==> src/rtl/bfl_pkg.sv <==
package bfl_pkg;
    localparam int DEF_CODE_W    = 7;
    localparam int DEF_CNT_W     = 8;
    localparam int DEF_FRAME     = 10;
    localparam int DEF_LOCK_RUNS = 2;

    // mid-scale value of an unsigned code of width w
    function automatic int code_mid(input int w);
        return 1 << (w - 1);
    endfunction
endpackage

==> src/rtl/bfl_sched.sv <==
module bfl_sched
    import bfl_pkg::*;
#(
    parameter int FRAME = DEF_FRAME
) (
    input  logic clk,
    input  logic rst,
    input  logic ref_tick,
    output logic osc_en,
    output logic burst_start,
    output logic burst_end
);
    localparam int SLOT_W = $clog2(FRAME);
    localparam logic [SLOT_W-1:0] LAST = SLOT_W'(FRAME - 1);

    typedef struct packed {
        logic [SLOT_W-1:0] slot;
    } sched_t;

    sched_t s_d, s_q;

    always_comb begin
        s_d = s_q;
        if (ref_tick) begin
            s_d.slot = (s_q.slot == LAST) ? '0 : s_q.slot + 1'b1;
        end
    end

    always_ff @(posedge clk) begin
        if (rst) s_q.slot <= LAST;
        else     s_q      <= s_d;
    end

    assign osc_en      = (s_q.slot == '0);
    assign burst_start = ref_tick && (s_q.slot == LAST);
    assign burst_end   = ref_tick && (s_q.slot == '0);

    // the enable moves only on a reference strobe
    a_r1_en_on_ref: assert property (@(posedge clk) disable iff (rst)
        !ref_tick |=> $stable(osc_en));
    // a window opens after its opening strobe and closes after its closing one
    a_r1_open: assert property (@(posedge clk) disable iff (rst)
        burst_start |=> osc_en);
    a_r1_close: assert property (@(posedge clk) disable iff (rst)
        burst_end |=> !osc_en);
endmodule

==> src/rtl/bfl_tally.sv <==
module bfl_tally
    import bfl_pkg::*;
#(
    parameter int CNT_W = DEF_CNT_W
) (
    input  logic             clk,
    input  logic             rst,
    input  logic             window,
    input  logic             clear,
    input  logic             osc_edge,
    output logic [CNT_W-1:0] total
);
    localparam logic [CNT_W-1:0] FULL = '1;

    typedef struct packed {
        logic [CNT_W-1:0] cnt;
    } tally_t;

    tally_t t_d, t_q;
    logic   bump;

    assign bump = window && osc_edge && (t_q.cnt != FULL);

    always_comb begin
        t_d = t_q;
        if (clear)     t_d.cnt = '0;
        else if (bump) t_d.cnt = t_q.cnt + 1'b1;
    end

    always_ff @(posedge clk) begin
        if (rst) t_q.cnt <= '0;
        else     t_q     <= t_d;
    end

    // count including an edge in the current (closing) cycle
    assign total = bump ? t_q.cnt + 1'b1 : t_q.cnt;

    a_r9_fresh_count: assert property (@(posedge clk) disable iff (rst)
        clear |=> (t_q.cnt == '0));
    a_r2_idle_ignored: assert property (@(posedge clk) disable iff (rst)
        (!window && !clear) |=> $stable(t_q.cnt));
    a_r2_step_one: assert property (@(posedge clk) disable iff (rst)
        (window && !clear) |=> (t_q.cnt - $past(t_q.cnt)) <= CNT_W'(1));
endmodule

==> src/rtl/bfl_accum.sv <==
module bfl_accum
    import bfl_pkg::*;
#(
    parameter int CODE_W    = DEF_CODE_W,
    parameter int CNT_W     = DEF_CNT_W,
    parameter int LOCK_RUNS = DEF_LOCK_RUNS
) (
    input  logic              clk,
    input  logic              rst,
    input  logic              sample,
    input  logic [CNT_W-1:0]  fcw,
    input  logic [CNT_W-1:0]  total,
    output logic [CODE_W-1:0] code,
    output logic              lock
);
    localparam int ERR_W  = CNT_W + 2;
    localparam int SUM_W  = ((ERR_W > CODE_W + 1) ? ERR_W : CODE_W + 1) + 1;
    localparam int RUN_W  = $clog2(LOCK_RUNS + 1);
    localparam int CODE_MAX = (1 << CODE_W) - 1;
    localparam logic [CODE_W-1:0] CODE_MID = CODE_W'(code_mid(CODE_W));
    localparam logic signed [SUM_W-1:0] SUM_MAX = SUM_W'(CODE_MAX);
    localparam logic [RUN_W-1:0] RUN_FULL = RUN_W'(LOCK_RUNS);

    typedef struct packed {
        logic [CODE_W-1:0] code;
        logic [RUN_W-1:0]  run;
    } acc_t;

    acc_t acc_d, acc_q;
    logic signed [ERR_W-1:0] err;
    logic signed [SUM_W-1:0] sum;
    logic                    one_over;

    always_comb begin
        one_over = ({1'b0, total} == ({1'b0, fcw} + (CNT_W + 1)'(1)));
        if (one_over) err = '0;
        else          err = $signed({2'b00, fcw}) - $signed({2'b00, total});
        sum = $signed({{(SUM_W - CODE_W){1'b0}}, acc_q.code})
            + $signed({{(SUM_W - ERR_W){err[ERR_W-1]}}, err});

        acc_d = acc_q;
        if (sample) begin
            if (sum < 0)            acc_d.code = '0;
            else if (sum > SUM_MAX) acc_d.code = '1;
            else                    acc_d.code = sum[CODE_W-1:0];

            if (err != '0)                acc_d.run = '0;
            else if (acc_q.run != RUN_FULL) acc_d.run = acc_q.run + 1'b1;
        end
    end

    always_ff @(posedge clk) begin
        if (rst) begin
            acc_q.code <= CODE_MID;
            acc_q.run  <= '0;
        end else begin
            acc_q <= acc_d;
        end
    end

    assign code = acc_q.code;
    assign lock = (acc_q.run == RUN_FULL);

    a_r5_hold_idle: assert property (@(posedge clk) disable iff (rst)
        !sample |=> $stable(acc_q.code));
    a_r4_zero_keeps: assert property (@(posedge clk) disable iff (rst)
        (sample && err == '0) |=> $stable(acc_q.code));
    a_r6_no_wrap_up: assert property (@(posedge clk) disable iff (rst)
        (sample && err > 0) |=> acc_q.code >= $past(acc_q.code));
    a_r6_no_wrap_down: assert property (@(posedge clk) disable iff (rst)
        (sample && err < 0) |=> acc_q.code <= $past(acc_q.code));
    a_r7_lock_drops: assert property (@(posedge clk) disable iff (rst)
        (sample && err != '0) |=> !lock);
    a_r7_lock_steady: assert property (@(posedge clk) disable iff (rst)
        !sample |=> $stable(lock));
endmodule

==> src/rtl/burst_freq_lock.sv <==
module burst_freq_lock
    import bfl_pkg::*;
#(
    parameter int CODE_W    = DEF_CODE_W,
    parameter int CNT_W     = DEF_CNT_W,
    parameter int FRAME     = DEF_FRAME,
    parameter int LOCK_RUNS = DEF_LOCK_RUNS
) (
    input  logic              clk,
    input  logic              rst,
    input  logic              ref_tick,
    input  logic              osc_edge,
    input  logic [CNT_W-1:0]  fcw,
    output logic              osc_en,
    output logic [CODE_W-1:0] coarse_code,
    output logic              coarse_lock
);
    logic             burst_start;
    logic             burst_end;
    logic [CNT_W-1:0] total;

    bfl_sched #(.FRAME(FRAME)) u_sched (
        .clk        (clk),
        .rst        (rst),
        .ref_tick   (ref_tick),
        .osc_en     (osc_en),
        .burst_start(burst_start),
        .burst_end  (burst_end)
    );

    bfl_tally #(.CNT_W(CNT_W)) u_tally (
        .clk     (clk),
        .rst     (rst),
        .window  (osc_en),
        .clear   (burst_start),
        .osc_edge(osc_edge),
        .total   (total)
    );

    bfl_accum #(
        .CODE_W   (CODE_W),
        .CNT_W    (CNT_W),
        .LOCK_RUNS(LOCK_RUNS)
    ) u_accum (
        .clk   (clk),
        .rst   (rst),
        .sample(burst_end),
        .fcw   (fcw),
        .total (total),
        .code  (coarse_code),
        .lock  (coarse_lock)
    );

    a_r8_reset_state: assert property (@(posedge clk)
        rst |=> (coarse_code == CODE_W'(code_mid(CODE_W))) && !coarse_lock && !osc_en);
endmodule

==> config.mk <==
export PLATFORM = sky130hd
export DESIGN_NAME = burst_freq_lock
export DESIGN_NICKNAME = d
export VERILOG_FILES = /design/src/rtl/bfl_pkg.sv /design/src/rtl/bfl_sched.sv /design/src/rtl/bfl_tally.sv /design/src/rtl/bfl_accum.sv /design/src/rtl/burst_freq_lock.sv
export SDC_FILE = /design/constraint.sdc
export NUM_CORES = 1
export LEC_CHECK = 0
export CORE_MARGIN = 2
export CORE_UTILIZATION = 58
export DETAILED_ROUTE_END_ITERATION = 8
export PLACE_DENSITY = 0.83
export SLEW_MARGIN = 20
export SYNTH_ARGS = -nofsm -noshare
export SYNTH_HDL_FRONTEND = slang
export SYNTH_SLANG_ARGS = --single-unit
==> constraint.sdc <==
create_clock -name clk -period 6 [get_ports clk]
set_input_delay 1.2 -clock clk [delete_from_list [all_inputs] [get_ports clk]]
set_output_delay 1.2 -clock clk [all_outputs]
set_load 0.03 [all_outputs]
Word-level counts from Yosys, hierarchy flattened --
Index checks and enable logic that the tools add are counted.
Cells by class: add/sub/neg operators 6, order comparisons 2, equality and inequality tests 5, muxes and demuxes 7, reductions and logical operators 9
Operator list (number):
- $mux 7 | 2
- $add 8x10->11 | 1
- $gt 11x8->1 const B | 1
- $lt 11x1->1 const B | 1
- $mux 10 | 1
- $reduce_bool 10->1 | 1
- $add 8x1->9 const B | 1
- $eq 8x9->1 | 1
- $sub 8x8->9 | 1
- $add 8x1->8 const B | 1
- $mux 8 | 1
- $ne 8x8->1 const B | 1
- $add 4x1->4 const B | 1
- $eq 4x4->1 const B | 1
- $logic_and 1x1->1 | 4
- $logic_not 4->1 | 1
- $mux 2 | 2
- $mux 4 | 1
- $add 2x1->2 const B | 1
- $eq 2x2->1 const B | 1
- $ne 2x2->1 const B | 1
- $reduce_and 2->1 | 1
- $reduce_bool 2->1 | 1
- $reduce_or 2->1 | 1
Storage, ports and cells: bits in registers 21, input port bits 12, output and inout port bits 9, word-level logic and storage cells 33

Logic depth before layout (Yosys ltp) --
Gate-level depths: netlist (run 1).
word-level depth 10, gate-level depth with buffers 23

By module --
From an unflattened synthesis (run 1), not the netlist that was laid out.
Unflattened totals: cells, all modules 263, area total of the unflattened synthesis 2123.3 um2
Modules (own cells, without submodules):
- bfl_accum | instances 1, cells each 189, area each 1495.2 um2, sequential area each 180.2 um2
- bfl_tally | instances 1, cells each 50, area each 429.2 um2, sequential area each 160.2 um2
- bfl_sched | instances 1, cells each 24, area each 198.9 um2, sequential area each 80.1 um2

Worst setup path before layout (run 1) --
No wires, ideal clock.
path kind input port to flip-flop, from in osc_edge, to reg u_accum.code[3] (netlist name), library setup time 0.069 ns, arrival time 4.636 ns, required time 5.931 ns, setup slack 1.296 ns, stages 20, cells stage by stage o211ai_1 xnor2_1 ha_1 inv_1 fa_1 inv_1 a311oi_1 a211o_1 o21a_1 maj3_1 nor2_1 nor4_1 ha_1 inv_1 o21ai_0 a21o_1 a21oi_1 o2111ai_2 or3b_1 o21ai_1
Between the ends: cells in the longest elaborated chain, start to end 9, elaborated cells on any way between the ends 11, classes of those cells add/sub: 2; order compare: 2; eq/ne: 1; mux: 4; reduce/logical: 2
Ends and longest elaborated chain:
- start, declared | line burst_freq_lock.sv:12 | input logic osc_edge,
- $logic_and 1x1->1 (*) (2 in series) | line bfl_tally.sv:22 | assign bump = window && osc_edge && (t_q.cnt != FULL);
- $mux 8 (*) | line bfl_tally.sv:36 | assign total = bump ? t_q.cnt + 1'b1 : t_q.cnt;
- net total[0] | line burst_freq_lock.sv:20 | logic [CNT_W-1:0] total;
- $sub 8x8->9 or $eq 8x9->1 (tied branches) | line bfl_accum.sv:37, bfl_accum.sv:35
- $mux 10 (*) | line bfl_accum.sv:36 | if (one_over) err = '0;
- $add 8x10->11 (*) | line bfl_accum.sv:39 | + $signed({{(SUM_W - ERR_W){err[ERR_W-1]}}, err});
- $gt 11x8->1 | line bfl_accum.sv:44 | else if (sum > SUM_MAX) acc_d.code = '1;
- $mux 7 | line bfl_accum.sv:44
- $mux 7 (*) | line bfl_accum.sv:43 | if (sum < 0) acc_d.code = '0;
The timed path passes the listed nets; every way through them passes the cells marked *. A chain may end at the register's enable or synchronous reset.

Worst setup path in the final report (run 1) --
from in osc_edge, to reg u_accum.code[1] (netlist name)
Between the ends: cells in the longest elaborated chain, start to end 9, elaborated cells on any way between the ends 11, classes of those cells add/sub: 2; order compare: 2; eq/ne: 1; mux: 4; reduce/logical: 2
Ends and longest elaborated chain (line):
- $logic_and 1x1->1 (*) (2 in series) | bfl_tally.sv:22
- $mux 8 (*) | bfl_tally.sv:36
- net total[0] | burst_freq_lock.sv:20
- $sub 8x8->9 or $eq 8x9->1 (tied branches) | bfl_accum.sv:37, bfl_accum.sv:35
- $mux 10 (*) | bfl_accum.sv:36
- $add 8x10->11 (*) | bfl_accum.sv:39
- $gt 11x8->1 | bfl_accum.sv:44
- $mux 7 | bfl_accum.sv:44
- $mux 7 (*) | bfl_accum.sv:43
Marks and branches as above.

==> results of run 1 <==
==> sequential cells by signal (all words and copies together), names as in the netlist, named ones only <==
register / count
u_tally.t_q: 7
u_accum.acc_q: 2
u_accum.code: 7
u_sched.s_q: 4
==> per-layer routing <==
| metal | vias to the layer above | wire length [µm] | GRT usage [%] | share of wire, % |
|---|---|---|---|---|
| li1 | 1069 | - | - | - |
| met1 | 990 | 2508 | 34.78 | 47 |
| met2 | 57 | 2440 | 41.88 | 46 |
| met3 | 8 | 243 | 3.041 | 4.6 |
| met4 | 0 | 116 | 10.20 | 2.2 |
| met5 | - | 0 | 0 | 0 |
==> path summary, 6_finish.rpt <==
kind                                              startpoint                      endpoint  slack [ps]
worst max-delay path                                osc_edge  u_accum.code[1]$_SDFFE_PP0P_         510
worst min register to register  u_accum.code[3]$_SDFFE_PP0P_  u_accum.code[3]$_SDFFE_PP0P_         500
worst max register to register   u_sched.s_q[3]$_SDFFE_PP1P_  u_accum.code[1]$_SDFFE_PP0P_         790
worst min-delay path            u_accum.code[3]$_SDFFE_PP0P_  u_accum.code[3]$_SDFFE_PP0P_         500
==> where the power goes <==
group          internal [µW]  total [µW]  switching [µW]
registers                142         145            3.25
logic                   45.1         105            60.3
clock network           47.4        95.9            48.5
total                    235         347             112
==> critical path, cell delays in order <==
cell and delay, ps:
clkdlybuf4s50_1 580, o211ai_1 220, xnor2_1 250, ha_1 180
inv_1 60, fa_1 470, inv_1 90, a311oi_1 50
a211o_1 320, o21a_1 140, maj3_1 350, nor2_1 90
nor4_1 70, ha_1 340, inv_1 60, o21ai_0 160
a21o_1 200, a21oi_1 100, o2111ai_2 220, nand3_1 200
a221oi_1 310
==> synth_stat cells (4+ instances only) <==
master	number
a21o_1	6
a21oi_1	14
a221oi_1	6
a31oi_1	6
and2_1	7
and3_1	4
buf_4	8
clkbuf_1	7
dfxtp_1	21
ha_1	16
inv_1	14
mux2i_1	5
nand2_1	22
nand3_1	8
nand4_1	6
nor2_1	23
nor3_1	10
o21ai_0	6
xnor2_1	13
xor2_1	10
==> layout make-up <==
class | count | area, µm²
repair buffers | 22 | 215.2
well taps | 48 | 60.06
clock buffers | 4 | 45.04
multi-input cells | 228 | 1712
inverters | 15 | 61.31
flip-flops and latches | 21 | 420.4
fillers | 316 | 1202
==> metrics by stage <==
step	utilization, %	hold slack [ps]	area, µm²
finish	67.64	495.2	2514
global route	67.64	542.9	2514
CTS	67.64	500.4	2514
detailed placement	66.43	484.7	2469
global placement	66.43	483.7	2469
floorplan	-	445.2	2285
==> kinds of logic after synthesis <==
group | count (synthesis)
AO/OA/AOI/OAI | 72
XOR/XNOR | 24
flip-flops | 21
AND/OR/NAND/NOR | 106
buffers and inverters | 31
adder cells (fa/ha/maj) | 19
multiplexers | 7
==> flow_summary.yaml, run 1 <==
synthesis:
  syn_area_mm2: 0.002285
  syn_area_per_cell_um2: 8.160
  netlist_instances: 280
  synth_top_family_by_area: "simple AND/OR/NAND/NOR gates"
  synth-seq-cells: 21
  yosysSeqAreaShare_pct: 18.40
  synthAdderAreaFrac_pct: 10.95
  synth-simple-area-share_pct: 25.79
  async_flop_share_pct: 0
  synth_top_area_cell: "dfxtp_1"
  synth_compound_area_share_pct: 25.08
  synth_top_area_share_pct: 18.40
  syn-num-nets: 310
  synthMuxAreaShare_pct: 3.286
  synth_xor_area_share_pct: 9.803
  synth_edf_count: 0
  ys_warn_count: 0
  synthTopCellsByArea: "dfxtp_1 (18%), ha_1 (8.8%), xnor2_1 (5.0%)"
  synth_flop_cell: "dfxtp_1"
  synth_cell_types: 70
cts:
  h-tree-depth: 1
  numClockSinks: 21
  path_clk_slew_ps: 80
  cts_max_path_buffers: 2
  cts_root_buf: "clkbuf_8"
  cts_hold_buffers: 0
  post-cts-setup-buffer-count: 0
  cts-resized-gates: 0
  cts_buffers: 3
  clock_latency_ps: 260
  cts_tree: "done"
setup_path:
  crit_required_ps: 6160
  r2r_cells: 22
  critPathKind: "in2reg"
  critPathMaxFanout: 7
  critPathArrivalTime_ps: 5650
  start_kind: "input pin"
  worst_setup_path_end_kind: "flip-flop"
global_route:
  grt_start_max_net_pins: 17
  grt_use_total_pct: 25.83
  grt_pass1_vias: 1934
  grt-ovfl-total: 0
  grt_pass1_wl_mm: 8.811
  antenna_found_initial: 0
worst_hold_path:
  hold_depth: 2
  hold_class: "reg2reg"
pwr:
  p_leak_uw: 0.0009421
  peakVddDrop_v: 0.00008434
  power_density_mw_per_mm2: 137.9
  p_total_uw: 346.8
detailed_routing:
  wirelength_mm: 5.308
  drc_errors: 0
  vias: 2124
  first_pass_iters: 4
  drt_iter0_markers: 122
  detail_route.wl_per_cell_um: 15.70
  ant_nets: 0
  vias_per_cell: 6.284
placement:
  dp_hpwl_mm: 4.240
  port_buffers: 20
  pre_cts_slack_ps: 257.9
  dp_cells: 334
  place.gp.congestion: 0.8827
timing:
  relSlewSlack_pct: 61.82
  setup_slack_ps: 512.9
  max_freq_mhz: 182.2
  fin_setup_tns_ps: 0
  fin_worst_skew_ps: 2.030
  worstMarginPinSlew_ps: 571.0
  drv_slew: 0
  rsz0062_at_grt: "no"
  finalCritPeriodShare_pct: 91.45
  setup_viol: 0
  period_minus_slack_ps: 5487
  hold_viol: 0
floorplanning:
  die_h_um: 66.76
  die_area_mm2: 0.004457
  start_util_pct: 61.48
  die_w_um: 66.76
  ios: 21
  core_area_mm2: 0.003716
  rows: 22
finish:
  final_common_cell: "nor2_1"
  fin_cells: 338
  diodes: 0
  syn_to_final_growth_pct: 10.02
  nNetsFinal: 321
  drive_above_1_share_pct: 8.621
  most-common-layout-cells: "nor2_1 (23), nand2_1 (22), dfxtp_1 (21)"
status:
  status: "complete, no violations"
flow_run:
  drv_cap: 0
(Power assumes the default switching activity.)
==> run 2, diff against run 1 <==
Settings changed: PLACE_DENSITY 0.83 to 0.84, SYNTH_HIERARCHICAL from default to 1.
==> run 2 against run 1 <==
  * Clock-buffer cell count decreased by 1
  * Utilization increased by 1.1 points
  * Area after synthesis decreased by 7.1%
==> flow_summary.yaml, run 2 <==
finish:
  most-common-layout-cells: "nor2_1 (27), dfxtp_1 (21), clkdlybuf4s50_1 (20)"
  largest_register_ffs: 8
  top_register: "u_tally/t_q"
  top_regs: "u_tally/t_q x8, u_accum/code x7, u_sched/s_q x4"
  final_common_cell: "nor2_1"
  n_fill_cell: 292
  diodes: 0
  drive_above_1_share_pct: 7.527
  nNetsFinal: 312
  syn_to_final_growth_pct: 10.55
  postLayoutCellArea_mm2: 0.002347
pwr:
  p_leak_uw: 0.0008830
  power_density_mw_per_mm2: 138.0
  peakVddDrop_v: 0.00007413
  p_total_uw: 323.9
global_route:
  grt-ovfl-total: 0
  grt_pass1_wl_mm: 7.734
  use_met1_pct: 30.73
  grt_util_met2_pct: 38.28
  grt_pass1_vias: 1744
  antenna_found_initial: 0
  grt_use_total_pct: 23.07
  grt.busiest_layer: "met2"
  met3_usage_pct: 2.431
  grt_start_max_net_pins: 14
synthesis:
  yosysSeqAreaShare_pct: 19.80
  synth_top_area_share_pct: 19.80
  synth_top_area_cell: "dfxtp_1"
  synth_flop_cell: "dfxtp_1"
  yosysMostFrequentCell: "nor2_1"
  netlist_instances: 263
  ys_warn_count: 6
  synthTopCellsByArea: "dfxtp_1 (20%), ha_1 (11%), xnor2_1 (6.6%)"
  synth_edf_count: 0
  synth_top_cells_by_count: "nor2_1 (27), dfxtp_1 (21), ha_1 (18)"
  synth_cell_types: 60
  async_flop_share_pct: 0
  syn_area_per_cell_um2: 8.073
  synth-seq-cells: 21
  syn_area_mm2: 0.002123
  syn-num-nets: 295
detailed_routing:
  vias: 1939
  first_pass_iters: 4
  detail_route.wl_per_cell_um: 13.63
  drt_iter0_markers: 100
  drc_errors: 0
  ant_nets: 0
  wirelength_mm: 4.429
  vias_per_cell: 5.966
floorplanning:
  start_util_pct: 62.16
  ios: 21
  die_w_um: 64.51
  core_area_mm2: 0.003416
  die_area_mm2: 0.004161
  rows: 21
  die_h_um: 64.51
cts:
  cts_root_buf: "clkbuf_4"
  cts_hold_buffers: 0
  clock_latency_ps: 300
  numClockSinks: 21
  post-cts-setup-buffer-count: 0
  cts_max_path_buffers: 2
  h-tree-depth: 1
  cts_tree: "done"
  cts_buffers: 3
  cts-resized-gates: 0
  path_clk_slew_ps: 120
timing:
  setup_viol: 0
  max_freq_mhz: 182.6
  drv_slew: 0
  fin_setup_tns_ps: 0
  rsz0062_at_grt: "no"
  setup_slack_ps: 522.7
  hold_viol: 0
  fin_worst_skew_ps: 8.914
  finalCritPeriodShare_pct: 91.29
  relSlewSlack_pct: 58.53
  period_minus_slack_ps: 5477
  worstMarginPinSlew_ps: 616.3
  hold_slack_ps: 487.8
placement:
  pre_cts_slack_ps: 251.0
  port_buffers: 20
  placed_area_mm2: 0.002317
  place.gp.congestion: 0.8479
  dp_hpwl_mm: 3.681
setup_path:
  reg2reg_slack_ps: 880
  start_kind: "input pin"
  worst_setup_path_end_kind: "flip-flop"
  critPathMaxFanout: 8
  crit_required_ps: 6240
  critPathArrivalTime_ps: 5710
  critPathKind: "in2reg"
flow_run:
  drv_cap: 0
status:
  status: "complete, no violations"
worst_hold_path:
  hold_class: "reg2reg"
-- run 2: cell count changes after synthesis, moves of 5 or more --
cell and change:
a31oi_1 -5, clkbuf_1 -7, nand2_1 -5, nand2b_1 +6
o21ai_1 +9, xor2_1 -5
-- run 2: critical path, cell delays in order --
cell	delay, ps
clkdlybuf4s50_1	490
nand3_1	80
nor2_1	190
mux2_1	450
and2_1	200
o221a_1	210
a311o_1	330
a41oi_2	240
or2_1	280
and2_1	220
ha_1	260
a211oi_2	280
o21bai_1	140
a2111o_1	420
o2bb2ai_1	170
nor3_4	260
a221oi_1	140
o21ai_1	150
-- run 2: where the power goes --
part	total, µW	switching [µW]	internal (µW)
combinational	111	62.0	48.9
clock	66.6	41.3	25.3
sequential	146	3.94	142
total	324	107	217
-- run 2: kinds of logic (layout without fill, tap and decap cells) --
logic type,Yosys count,count (layout),synth area share (%)
simple gates,107,107,26.99
compound gates,67,67,24.16
buf+inv,23,39,5.657
xor+xnor,21,21,8.662
flops,21,21,19.80
fa+ha+maj,20,20,12.49
mux,4,4,2.239
-- run 2: final timing paths --
path                                      from                           end  cells past startpoint
setup / recovery                      osc_edge  u_accum/code[1]$_SDFFE_PP0P_                     18
hold / removal    u_accum/code[0]$_SDFFE_PP0P_  u_accum/code[0]$_SDFFE_PP0P_                      2
setup reg to reg   u_sched/s_q[3]$_SDFFE_PP1P_  u_accum/code[1]$_SDFFE_PP0P_                     18
hold reg to reg   u_accum/code[0]$_SDFFE_PP0P_  u_accum/code[0]$_SDFFE_PP0P_                      2
-- run 2: per-stage QoR --
| stage | std cells | utilization [%] |
|---|---|---|
| after detailed placement | 321 | 67.84 |
| after CTS | 325 | 68.72 |
| final | 325 | 68.72 |
| after global routing | 325 | 68.72 |
| after global placement | 321 | 67.84 |
| after floorplan | 263 | - |
-- run 2: cell type report --
type / instances / area [µm²] / area share (%)
multi-input combinational: 219 / 1583 / 67.43
sequential: 21 / 420.4 / 17.91
timing repair buffer: 20 / 200.2 / 8.529
tap: 46 / 57.56 / 2.452
inverter: 15 / 56.30 / 2.399
clock buffer: 3 / 22.52 / 0.9595
clock inverter: 1 / 7.507 / 0.3198
-- run 2: metal layers --
layer  vias to the layer above  share of wire, %  routed length [µm]
li1                        994                 -                   -
met1                       899                49                2182
met2                        40                46                2023
met3                         6               3.4                 149
met4                         0               1.6                  73
met5                         -                 0                   0
==> run 3, diff against run 2 <==
Settings changed: CTS_CLUSTER_SIZE from default to 8.
==> results of run 3 <==
Final layout, timing and power as in run 2 (identical DEF).
